File: config.mk
export PLATFORM = sky130hd
export DESIGN_NAME = dpwm_clamped
export DESIGN_NICKNAME = d
export VERILOG_FILES = /design/src/rtl/dpwm_pkg.sv /design/src/rtl/dpwm_cmd_shaper.sv /design/src/rtl/dpwm_period_timer.sv /design/src/rtl/dpwm_compare.sv /design/src/rtl/dpwm_clamped.sv
export SDC_FILE = /design/constraint.sdc
export NUM_CORES = 1
export LEC_CHECK = 0
export BUFFER_PORTS_ARGS = -buffer_cell sky130_fd_sc_hd__buf_2
export CORE_AREA = 10 10 61 100
export CTS_CLUSTER_DIAMETER = 100
export DETAILED_ROUTE_END_ITERATION = 8
export DIE_AREA = 0 0 71 110
export GPL_TIMING_DRIVEN = 1
export MAX_ROUTING_LAYER = met4
export PLACE_DENSITY_LB_ADDON = 0.3
export SYNTH_ARGS = -nofsm -noshare
export SYNTH_HDL_FRONTEND = slang
export SYNTH_HIERARCHICAL = 1
export SYNTH_SLANG_ARGS = --single-unit
File: constraint.sdc
create_clock -name clk -period 3.3 [get_ports clk]
set_input_delay 0.165 -clock clk [delete_from_list [all_inputs] [get_ports clk]]
set_output_delay 0.165 -clock clk [all_outputs]
set_load 0.005 [all_outputs]
File: src/rtl/dpwm_pkg.sv
package dpwm_pkg;
    // Default geometry of the modulator
    localparam int RES_W_DEF    = 10;   // period counter / duty resolution
    localparam int CMD_W_DEF    = 16;   // width of the incoming command
    localparam int DUTY_MIN_DEF = 0;    // lowest duty in clocks
    localparam int DUTY_MAX_DEF = 819;  // highest duty in clocks (0.8 of 1024)
endpackage

File: src/rtl/dpwm_cmd_shaper.sv
module dpwm_cmd_shaper #(
    parameter int CMD_W    = dpwm_pkg::CMD_W_DEF,
    parameter int RES_W    = dpwm_pkg::RES_W_DEF,
    parameter int DUTY_MIN = dpwm_pkg::DUTY_MIN_DEF,
    parameter int DUTY_MAX = dpwm_pkg::DUTY_MAX_DEF
) (
    input  logic [CMD_W-1:0] cmd,
    output logic [RES_W-1:0] duty
);
    localparam logic [RES_W-1:0] LIM_HI = RES_W'(DUTY_MAX);
    localparam logic [RES_W-1:0] LIM_LO = RES_W'(DUTY_MIN);

    logic [RES_W-1:0] raw;

    // Quantisation: keep the most significant RES_W bits of the command
    generate
        if (CMD_W >= RES_W) begin : g_trunc
            localparam int SHIFT = CMD_W - RES_W;
            assign raw = RES_W'(cmd >> SHIFT);
        end else begin : g_widen
            assign raw = {cmd, {(RES_W-CMD_W){1'b0}}};
        end
    endgenerate

    // Clamp into the allowed duty window
    generate
        if (DUTY_MIN > 0) begin : g_two_sided
            always_comb begin
                if (raw > LIM_HI)      duty = LIM_HI;
                else if (raw < LIM_LO) duty = LIM_LO;
                else                   duty = raw;
            end
        end else begin : g_upper_only
            always_comb begin
                if (raw > LIM_HI) duty = LIM_HI;
                else              duty = raw;
            end
        end
    endgenerate
endmodule

File: src/rtl/dpwm_period_timer.sv
module dpwm_period_timer #(
    parameter int RES_W = dpwm_pkg::RES_W_DEF
) (
    input  logic             clk,
    input  logic             rst_n,
    output logic [RES_W-1:0] cnt_next,
    output logic             period_end
);
    localparam logic [RES_W-1:0] LAST = '1;

    typedef struct packed {
        logic [RES_W-1:0] cnt;
    } tmr_t;

    tmr_t tmr_d, tmr_q;

    always_comb begin
        tmr_d = tmr_q;
        if (tmr_q.cnt == LAST) tmr_d.cnt = '0;
        else                   tmr_d.cnt = tmr_q.cnt + 1'b1;
    end

    // Reset parks the counter on its last value so the first edge starts a period
    always_ff @(posedge clk or negedge rst_n) begin
        if (!rst_n) tmr_q <= '{cnt: LAST};
        else        tmr_q <= tmr_d;
    end

    assign cnt_next   = tmr_d.cnt;
    assign period_end = (tmr_q.cnt == LAST);
endmodule

File: src/rtl/dpwm_compare.sv
module dpwm_compare #(
    parameter int RES_W = dpwm_pkg::RES_W_DEF
) (
    input  logic             clk,
    input  logic             rst_n,
    input  logic [RES_W-1:0] cnt_next,
    input  logic             period_end,
    input  logic             load_en,
    input  logic [RES_W-1:0] load_duty,
    output logic             pwm,
    output logic             strobe,
    output logic [RES_W-1:0] act_duty
);
    typedef struct packed {
        logic [RES_W-1:0] shd;  // shadow duty, written by commands
        logic [RES_W-1:0] act;  // duty in force for the running period
        logic             pwm;
        logic             stb;
    } cmp_t;

    cmp_t cmp_d, cmp_q;

    always_comb begin
        cmp_d = cmp_q;
        if (load_en) cmp_d.shd = load_duty;
        // Transfer at the wrap sees a command arriving in the same cycle
        if (period_end) cmp_d.act = cmp_d.shd;
        cmp_d.pwm = (cnt_next < cmp_d.act);
        cmp_d.stb = period_end;
    end

    always_ff @(posedge clk or negedge rst_n) begin
        if (!rst_n) cmp_q <= '{shd: '0, act: '0, pwm: 1'b0, stb: 1'b0};
        else        cmp_q <= cmp_d;
    end

    assign pwm      = cmp_q.pwm;
    assign strobe   = cmp_q.stb;
    assign act_duty = cmp_q.act;
endmodule

File: src/rtl/dpwm_clamped.sv
module dpwm_clamped #(
    parameter int CMD_W    = dpwm_pkg::CMD_W_DEF,
    parameter int RES_W    = dpwm_pkg::RES_W_DEF,
    parameter int DUTY_MIN = dpwm_pkg::DUTY_MIN_DEF,
    parameter int DUTY_MAX = dpwm_pkg::DUTY_MAX_DEF
) (
    input  logic             clk,
    input  logic             rst_n,
    input  logic [CMD_W-1:0] duty_cmd,
    input  logic             duty_cmd_valid,
    output logic             pwm_out,
    output logic             period_start
);
    logic [RES_W-1:0] shaped_duty;
    logic [RES_W-1:0] cnt_next;
    logic             period_end;
    logic [RES_W-1:0] duty_act;

    dpwm_cmd_shaper #(
        .CMD_W(CMD_W), .RES_W(RES_W), .DUTY_MIN(DUTY_MIN), .DUTY_MAX(DUTY_MAX)
    ) u_shaper (
        .cmd  (duty_cmd),
        .duty (shaped_duty)
    );

    dpwm_period_timer #(.RES_W(RES_W)) u_timer (
        .clk        (clk),
        .rst_n      (rst_n),
        .cnt_next   (cnt_next),
        .period_end (period_end)
    );

    dpwm_compare #(.RES_W(RES_W)) u_cmp (
        .clk        (clk),
        .rst_n      (rst_n),
        .cnt_next   (cnt_next),
        .period_end (period_end),
        .load_en    (duty_cmd_valid),
        .load_duty  (shaped_duty),
        .pwm        (pwm_out),
        .strobe     (period_start),
        .act_duty   (duty_act)
    );
endmodule

After elaboration in Yosys (flattened, before gate mapping)
Cells that the tools add are included.

Register bits: 32. Input port bits: 19. Logic and storage cells: 13.

Add/subtract/negate cells: 1. $lt $le $gt $ge: 2. Equal/unequal tests: 1. Muxes and demuxes: 4.

Operators with widths (number): 10-bit two-way mux (4); 10-bit by 1-bit adder with 10-bit output, second input constant (1); 10-bit == test, second input constant (1); 10-bit greater-than comparator, second input constant (1); 10-bit less-than comparator (1).

Depth between registers and ports, before layout
Gate-level depths: netlist of the first run.

Depth after elaboration: 5. Mapped depth: 11.

Cells and area by module
Netlist of the first run, hierarchy kept.

Modules (own cells, without submodules): dpwm_compare (instances 1, cells each 103, area an instance 1128.6 µm², seq. area each 550.5 µm²); dpwm_period_timer (instances 1, cells each 42, area an instance 485.5 µm², seq. area each 262.8 µm²); dpwm_cmd_shaper (instances 1, cells each 16, area an instance 97.6 µm², seq. area each 0.0 µm²).

Least setup slack after synthesis of the first run
No wires, ideal clock.

Path type: reg2reg. Start: reg u_timer/tmr_q[0] (netlist name). End: reg u_cmp.cmp_q (netlist bit u_cmp/pwm). Library setup time: 0.094 ns. Arrival: 3.023 ns. Required time: 3.206 ns. Path slack: 0.184 ns. Stages on the path, launching flop included: 12. Path buffers: 2. Clock period less this slack: 3.116 ns. Cells stage by stage: dfstp_2 ha_1 nand2_1 nor4_4 buf_1 clkbuf_1 a21o_1 ha_1 and2_0 a221oi_1 o21ai_1 a221oi_2.

RTL lines: from (decl) (RTL line dpwm_period_timer.sv:15) `tmr_t tmr_d, tmr_q;`; from (signal assigned) (RTL line dpwm_period_timer.sv:25) `if (!rst_n) tmr_q <= '{cnt: LAST};`; from (signal assigned) (RTL line dpwm_period_timer.sv:26) `else tmr_q <= tmr_d;`; to (signal assigned) (RTL line dpwm_compare.sv:33) `if (!rst_n) cmp_q <= '{shd: '0, act: '0, pwm: 1'b0, stb: 1'b0};`; to (signal assigned) (RTL line dpwm_compare.sv:34) `else cmp_q <= cmp_d;`; to (decl) (RTL line dpwm_compare.sv:21) `cmp_t cmp_d, cmp_q;`.

==> flow_summary.ini, run 1 <==
[final_layout]
drive_gt1_frac = 0.222
n_antenna_cell = 0
area_growth_pct = 14.2
postLayoutCellArea_um2 = 1870
layout_common_cells = inv_1 (22), dfrtp_1 (22), nor2_1 (15)
num-nets-final = 199

[setup_path]
crit_type = flip-flop to flip-flop
cp.required_ns = 3.49
critPathCaptureType = flip-flop
rr_startpoint = u_timer/tmr_q[0]$_DFF_PN1_
crit_path_start = u_timer/tmr_q[0]$_DFF_PN1_
critPathArrivalTime_ns = 3.22
reg2reg_depth = 11
worst_setup_path_start_kind = flip-flop
crit_fanout = 18

[placement]
dpl.hpwl_um = 2400
dpl_cell_area_um2 = 1760
gp_congestion = 0.796
numPortBuffers = 14

[drt]
drtIter0Drc = 39
routed-via-count = 1115
drc = 0
wirelength_um = 3080
first_pass_iters = 4
routedWlPerCell_um = 13.9
viasPerCell = 5.02
detail-route-antenna-nets = 0

[logic_synthesis]
syn_avg_cell_area_um2 = 10.8
syn-num-nets = 180
yosysWarnings = 6
synth_area_um2 = 1640
synthCells = 151

[clock_network]
cts_buffer_depth = 2
clkTransAtPathRegs_ns = 0.06
cts_setup_buffers = 0
cts.sinks = 32
htree_levels = 2
clk-insertion-delay-late_ns = 0.27
holdBufCountCts = 1
root_buffer = clkbuf_8
cts_resized = 0
cts_tree = done
cts_made_buffers = 5

[hold_path]
min_from = duty_cmd[15]
hold_class = input pin to flip-flop
min_path_cells = 3

[sta]
tightest_slew_ns = 0.686
slew_violations = 0
skew_ns = 0.00152
max_freq_mhz = 329
rsz0062_at_grt = no
min_period_ns = 3.04
slew-limit-headroom = 0.543
post-route-period-util = 0.920
finalHoldViolCount = 0
finalSetupViolCount = 0
setup_tns_ns = 0

[power]
p_int_mw = 0.616
seq_power_share = 0.524
p_per_area_nw_per_um2 = 419
swShare = 0.213
p_total_mw = 0.783
switchingPower_mw = 0.167
power.leakage_nw = 0.977
clockPowerShare = 0.413
power_frac_comb = 0.063
vdd_ir_drop_max_mv = 0.281

[floorplan]
initial_utilization = 0.372
core_area_um2 = 4400
num_rows = 32
die_area_um2 = 7810
die_h_um = 110
die_w_um = 71
pin_count = 21

[global_routing]
grt_util_all_layers = 0.0900
grtUsageMet1 = 0.0752
grt_max_degree = 33
busiest_layer = met2
first_global_vias = 1290
grt_use_met2 = 0.160
grtUsageMet3 = 0.0322
overflow = 0
antenna_found_initial = 0
grt_pass1_wl_um = 5540

[status]
status = complete, no violations

[flow_run]
drv_cap = 0
==> through the flow <==
stage	worst slack, ns	std cells	util	hold WS, ns
floorplan	0.184	151	-	-0.131
global placement	0.388	213	0.399	0.234
detailed placement	0.301	213	0.399	0.250
CTS	0.266	222	0.424	0.192
global route	0.0781	222	0.424	0.242
finish	0.264	222	0.424	0.203
==> final timing paths <==
check                                            end  slack (ns)
hold / removal             u_cmp/cmp_q[21]$_DFF_PN0_        0.20
min in group asynchronous  u_cmp/cmp_q[16]$_DFF_PN0_        0.46
max in group asynchronous  u_cmp/cmp_q[19]$_DFF_PN0_        2.40
setup reg to reg                 u_cmp/pwm$_DFF_PN0_        0.26
hold reg to reg            u_cmp/cmp_q[13]$_DFF_PN0_        0.48
setup / recovery                 u_cmp/pwm$_DFF_PN0_        0.26
==> layout make-up <==
cell class              count  area [um^2]
clock buffers               8          100
fillers                   435         2530
inverters                  22         82.6
multi-input cells          92          714
flip-flops and latches     32          813
well taps                  51         63.8
repair buffers             17         95.1
==> flip-flops by register name, indices dropped and copies added (netlist names) <==
register and count:
u_cmp/strobe 1, u_timer/tmr_q 10, u_cmp/cmp_q 10, u_cmp/act_duty 10, u_cmp/pwm 1
==> power by group through the flow <==
stage	combinational, mW	clock [mW]	sequential [mW]
after floorplan	0.0286	0	0.416
after global placement	0.0473	0	0.417
after detailed placement	0.0494	0	0.417
after CTS	0.0503	0.338	0.410
after global routing	0.0568	0.355	0.412
final	0.0490	0.324	0.410
==> critical path, stage by stage, from the launching register on <==
cell	delay, ns
dfstp_2	0.57
ha_1	0.22
nand2_1	0.17
nor4_4	0.25
buf_4	0.26
nor2_1	0.07
a21o_1	0.17
ha_1	0.30
and2_0	0.19
a221oi_1	0.27
o21ai_1	0.19
a221oi_2	0.28
==> routing by layer <==
metal | vias to the layer above | wire, um | share of wire
met5 | - | 0 | 0
met4 | 0 | 131 | 0.043
met3 | 11 | 179 | 0.058
met2 | 23 | 1680 | 0.54
met1 | 536 | 1100 | 0.36
li1 | 545 | - | -
Power figures use the tool's default switching activity.
==> inputs of run 2 (changes only) <==
--- a/config.mk
+++ b/config.mk
@@ -8,4 +8,5 @@
 export BUFFER_PORTS_ARGS = -buffer_cell sky130_fd_sc_hd__buf_2
 export CORE_AREA = 10 10 61 100
+export CTS_BUF_LIST = sky130_fd_sc_hd__clkbuf_8
 export CTS_CLUSTER_DIAMETER = 100
 export DETAILED_ROUTE_END_ITERATION = 8
@@ -14,4 +15,5 @@
 export MAX_ROUTING_LAYER = met4
 export PLACE_DENSITY_LB_ADDON = 0.3
+export SETUP_SLACK_MARGIN = 0.2
 export SYNTH_ARGS = -nofsm -noshare
 export SYNTH_HDL_FRONTEND = slang
==> constraint.sdc (replaced) <==
create_clock -name clk -period 3.3 [get_ports clk]
set_input_delay 0.495 -clock clk [delete_from_list [all_inputs] [get_ports clk]]
set_output_delay 0.495 -clock clk [all_outputs]
set_load 0.005 [all_outputs]
==> run 2 against run 1 <==
Net effect:
- non-clock buffer count stayed put
- die area stayed put
- highest routed layer unchanged
- critical path type unchanged
- largest cell class unchanged
- clock skew is 0.0023 ns higher
==> flow_summary.ini, run 2 (synthesized netlist as in run 1, its figures left out) <==
[drt]
first_pass_iters = 4
viasPerCell = 4.97
detail-route-antenna-nets = 0
drc = 0
drtIter0Drc = 56
wirelength_um = 3200
routedWlPerCell_um = 14.5
routed-via-count = 1098

[final_layout]
fillers = 426
post-route-util = 0.433
drive_gt1_frac = 0.253
area_growth_pct = 16.6
n_antenna_cell = 0
layout_common_cells = inv_1 (22), dfrtp_1 (22), nor2_1 (15)
num-nets-final = 199

[floorplan]
die_w_um = 71
num_rows = 32
initial_utilization = 0.372
core_area_um2 = 4400
pin_count = 21
die_h_um = 110
die_area_um2 = 7810

[clock_network]
root_buffer = clkbuf_8
cts_tree = done
cts.sinks = 32
clk-insertion-delay-late_ns = 0.28
clkTransAtPathRegs_ns = 0.06
htree_levels = 2
cts_made_buffers = 5
cts_buffer_depth = 2
holdBufCountCts = 0

[sta]
max_freq_mhz = 345
post-route-period-util = 0.878
slew-limit-headroom = 0.539
hold-worst-slack_ns = 0.258
skew_ns = 0.00384
finalSetupViolCount = 0
slew_violations = 0
rsz0062_at_grt = no
setup_tns_ns = 0
layout_setup_ws_ns = 0.403
finalHoldViolCount = 0
tightest_slew_ns = 0.691
min_period_ns = 2.90

[power]
power.leakage_nw = 0.989
p_per_area_nw_per_um2 = 407
vdd_ir_drop_max_mv = 0.227
p_total_mw = 0.776

[setup_path]
worst_setup_path_start_kind = flip-flop
crit_slowest_cell = dfstp_2
critPathArrivalTime_ns = 3.08
crit_path_frequent_cell = a221oi_2
reg2reg_depth = 11
cpPeakStageDelay_ns = 0.57
cp_cell_sequence = ha_2 -> nand2_2 -> nor4_4 -> buf_12 -> nor2_1 -> a21o_1 -> ha_1 -> and2_0 -> a221oi_2 -> o21ai_2 -> a221oi_2
critPathCaptureType = flip-flop
crit_type = flip-flop to flip-flop
crit_fanout = 14
cp.required_ns = 3.49

[global_routing]
grt_use_met2 = 0.167
antenna_found_initial = 0
grtUsageMet1 = 0.0778
grt_util_all_layers = 0.0907
busiest_layer = met2
grt_max_degree = 33
grtUsageMet3 = 0.0367
grt_pass1_wl_um = 5580
first_global_vias = 1237
overflow = 0

[placement]
gp_congestion = 0.740
dpl.hpwl_um = 2390
numPortBuffers = 14
pre_cts_ws_ns = 0.315

[status]
status = complete, no violations

[flow_run]
drv_cap = 0

[hold_path]
hold_class = input pin to async pin
## run 2: cell types whose count changed in the layout (fill, tap and decap cells not counted), sizes merged
cell         delta
dlygate4sd3     -1
## run 2: worst max-delay path: cells and delay by family, from the launching register on
kind,cells,cell delay (ns)
and+or+nand+nor,4,0.71
DFF,1,0.57
adders and majority gates,2,0.52
AOI/OAI and AO/OA,4,0.82
buffers and inverters,1,0.18
## run 2: path summary, 6_finish.rpt
path | startpoint | slack (ns) | end
max in group asynchronous | rst_n | 2.60 | u_cmp/pwm$_DFF_PN0_
worst min register to register | u_cmp/cmp_q[21]$_DFF_PN0_ | 0.48 | u_cmp/cmp_q[21]$_DFF_PN0_
worst min-delay path | rst_n | 0.26 | u_cmp/cmp_q[15]$_DFF_PN0_
worst max register to register | u_timer/tmr_q[0]$_DFF_PN1_ | 0.40 | u_cmp/pwm$_DFF_PN0_
min in group clk | u_cmp/cmp_q[21]$_DFF_PN0_ | 0.48 | u_cmp/cmp_q[21]$_DFF_PN0_
worst max-delay path | u_timer/tmr_q[0]$_DFF_PN1_ | 0.40 | u_cmp/pwm$_DFF_PN0_
## run 2: layer usage
metal	part of all wire	up-vias
met5	0	-
li1	-	551
met2	0.56	19
met4	0.015	0
met1	0.36	524
met3	0.064	4
## run 2: power breakdown
group	internal (mW)	switching [mW]	total, mW	leakage, nW
clock	0.185	0.132	0.318	0.0503
sequential	0.407	0.00351	0.410	0.331
combinational	0.0184	0.0295	0.0479	0.607
total	0.611	0.165	0.776	0.989
## run 2: through the flow
| stage | instances | instance area (um^2) |
|---|---|---|
| finish | 221 | 1910 |
| CTS | 219 | 1860 |
| detailed placement | 212 | 1760 |
| global placement | 212 | 1760 |
| global route | 221 | 1910 |
| floorplan | 151 | 1640 |
## run 2: repair_timing
item,4_1_cts,5_1_grt
buffers inserted,0,1
endpoints found under the setup margin,0,1
gates resized for setup,0,4
## run 2: final cells by class
cell class,instances,area (um^2),share of cell area
flip-flops and latches,32,813,0.426
multi-input cells,92,729,0.382
repair buffers,17,123,0.0643
clock buffers,7,96.3,0.0505
inverters,22,82.6,0.0433
well taps,51,63.8,0.0334
==> inputs of run 3 (changes only) <==
==> constraint.sdc (replaced) <==
create_clock -name clk -period 3.3 [get_ports clk]
set_input_delay 0.165 -clock clk [delete_from_list [all_inputs] [get_ports clk]]
set_output_delay 0.165 -clock clk [all_outputs]
set_load 0.005 [all_outputs]
==> run 3 against run 2 <==
Net effect:
- first-iteration DRC count down 38%
- clock skew rose by 0.0015 ns
- global-route usage down 0.22 points
- highest routed layer unchanged
- clock power increased by 13%
- non-clock buffer count grew 5
- worst setup slack gained 0.028 ns
- final area grew 0.66%
==> flow_summary.ini, run 3 (synthesized netlist as in run 1, its figures left out) <==
[status]
status = complete, no violations

[power]
p_per_area_nw_per_um2 = 426
power.leakage_nw = 1.01
vdd_ir_drop_max_mv = 0.244
p_total_mw = 0.819

[global_routing]
first_global_vias = 1225
grt_util_all_layers = 0.0885
antenna_found_initial = 0
grt_pass1_wl_um = 5400
grt_max_degree = 33
overflow = 0

[clock_network]
clk-insertion-delay-late_ns = 0.28
cts_buffer_depth = 2
root_buffer = clkbuf_8
htree_levels = 2
cts_tree = done
cts_made_buffers = 5
clkTransAtPathRegs_ns = 0.07
cts.sinks = 32

[drt]
routed-via-count = 1126
drc = 0
detail-route-antenna-nets = 0
viasPerCell = 4.96
wirelength_um = 3170
routedWlPerCell_um = 14.0
drtIter0Drc = 35
first_pass_iters = 3

[placement]
numPortBuffers = 14
pre_cts_ws_ns = 0.305
gp_congestion = 0.803
dp_cells = 213
dpl.hpwl_um = 2450

[final_layout]
multi_input_area_um2 = 717
final_common_cell = inv_1
n_antenna_cell = 0
drive_gt1_frac = 0.250
fin_cells = 227
area_growth_pct = 17.4
fillers = 434
num-nets-final = 204
layout_common_cells = inv_1 (23), dfrtp_1 (22), nor2_1 (15)
seq_area_um2 = 813

[floorplan]
die_h_um = 110
pin_count = 21
core_area_um2 = 4400
initial_utilization = 0.372
num_rows = 32
die_area_um2 = 7810
die_w_um = 71

[sta]
setup_tns_ns = 0
layout_setup_ws_ns = 0.431
finalSetupViolCount = 0
finalHoldViolCount = 0
slew-limit-headroom = 0.528
hold-worst-slack_ns = 0.192
tightest_slew_ns = 0.708
skew_ns = 0.00532
post-route-period-util = 0.869
slew_violations = 0
min_period_ns = 2.87
max_freq_mhz = 349
rsz0062_at_grt = no

[hold_path]
min_path_cells = 3
min_from = duty_cmd[15]
hold_class = input pin to flip-flop

[setup_path]
crit_type = flip-flop to flip-flop
reg2reg_depth = 11
critPathArrivalTime_ns = 3.06
cp.required_ns = 3.49
crit_path_start = u_timer/tmr_q[0]$_DFF_PN1_
crit_fanout = 13
worst_setup_path_start_kind = flip-flop
rr_startpoint = u_timer/tmr_q[0]$_DFF_PN1_
critPathCaptureType = flip-flop

[flow_run]
drv_cap = 0
==> run 3: what timing repair did <==
action	in CTS	in global routing
resized for setup	0	2
hold buffers	1	0
endpoints found under the hold margin	22	0
buffers inserted	0	5
setup endpoints to repair	0	1
==> run 3: worst paths after layout <==
check,end,slack [ns]
worst max-delay path,u_cmp/pwm$_DFF_PN0_,0.43
worst min-delay path,u_cmp/cmp_q[21]$_DFF_PN0_,0.19
worst max register to register,u_cmp/pwm$_DFF_PN0_,0.43
worst min register to register,u_cmp/cmp_q[21]$_DFF_PN0_,0.48
max in group asynchronous,u_cmp/pwm$_DFF_PN0_,2.36
min in group asynchronous,u_cmp/cmp_q[16]$_DFF_PN0_,0.48
==> run 3: cell type report <==
cell class | count | share of cell area
clock buffers | 5 | 0.0358
inverters | 22 | 0.0430
repair buffers | 22 | 0.0710
clock inverters | 3 | 0.0202
multi-input cells | 92 | 0.373
well taps | 51 | 0.0332
flip-flops and latches | 32 | 0.423
==> run 3: power breakdown <==
part | leakage (nW) | switching [mW] | total, mW | internal [mW]
combinational | 0.623 | 0.0307 | 0.0499 | 0.0192
sequential | 0.331 | 0.00402 | 0.411 | 0.407
clock | 0.0593 | 0.138 | 0.358 | 0.221
total | 1.01 | 0.172 | 0.819 | 0.646
==> run 3: routing by layer <==
layer	vias up	part of all wire	global-route usage
met1	540	0.37	0.0763
met3	5	0.060	0.0331
met5	-	0	-
met4	0	0.020	0.0444
met2	21	0.55	0.163
li1	560	-	-
==> run 3: metrics by stage <==
step,util,cell area [um^2]
3_5_place_dp,0.399,1760
6_report,0.436,1920
2_1_floorplan,-,1640
5_1_grt,0.436,1920
3_3_place_gp,0.399,1760
4_1_cts,0.426,1880
==> run 3: critical path, cell delays in order (launching register included) <==
cell	delay, ns
dfstp_2	0.56
ha_1	0.24
nand2_2	0.12
nor4_4	0.23
buf_6	0.18
nor2_1	0.06
a21o_1	0.16
ha_1	0.28
and2_0	0.18
a221oi_1	0.28
o21ai_1	0.18
a221oi_2	0.28
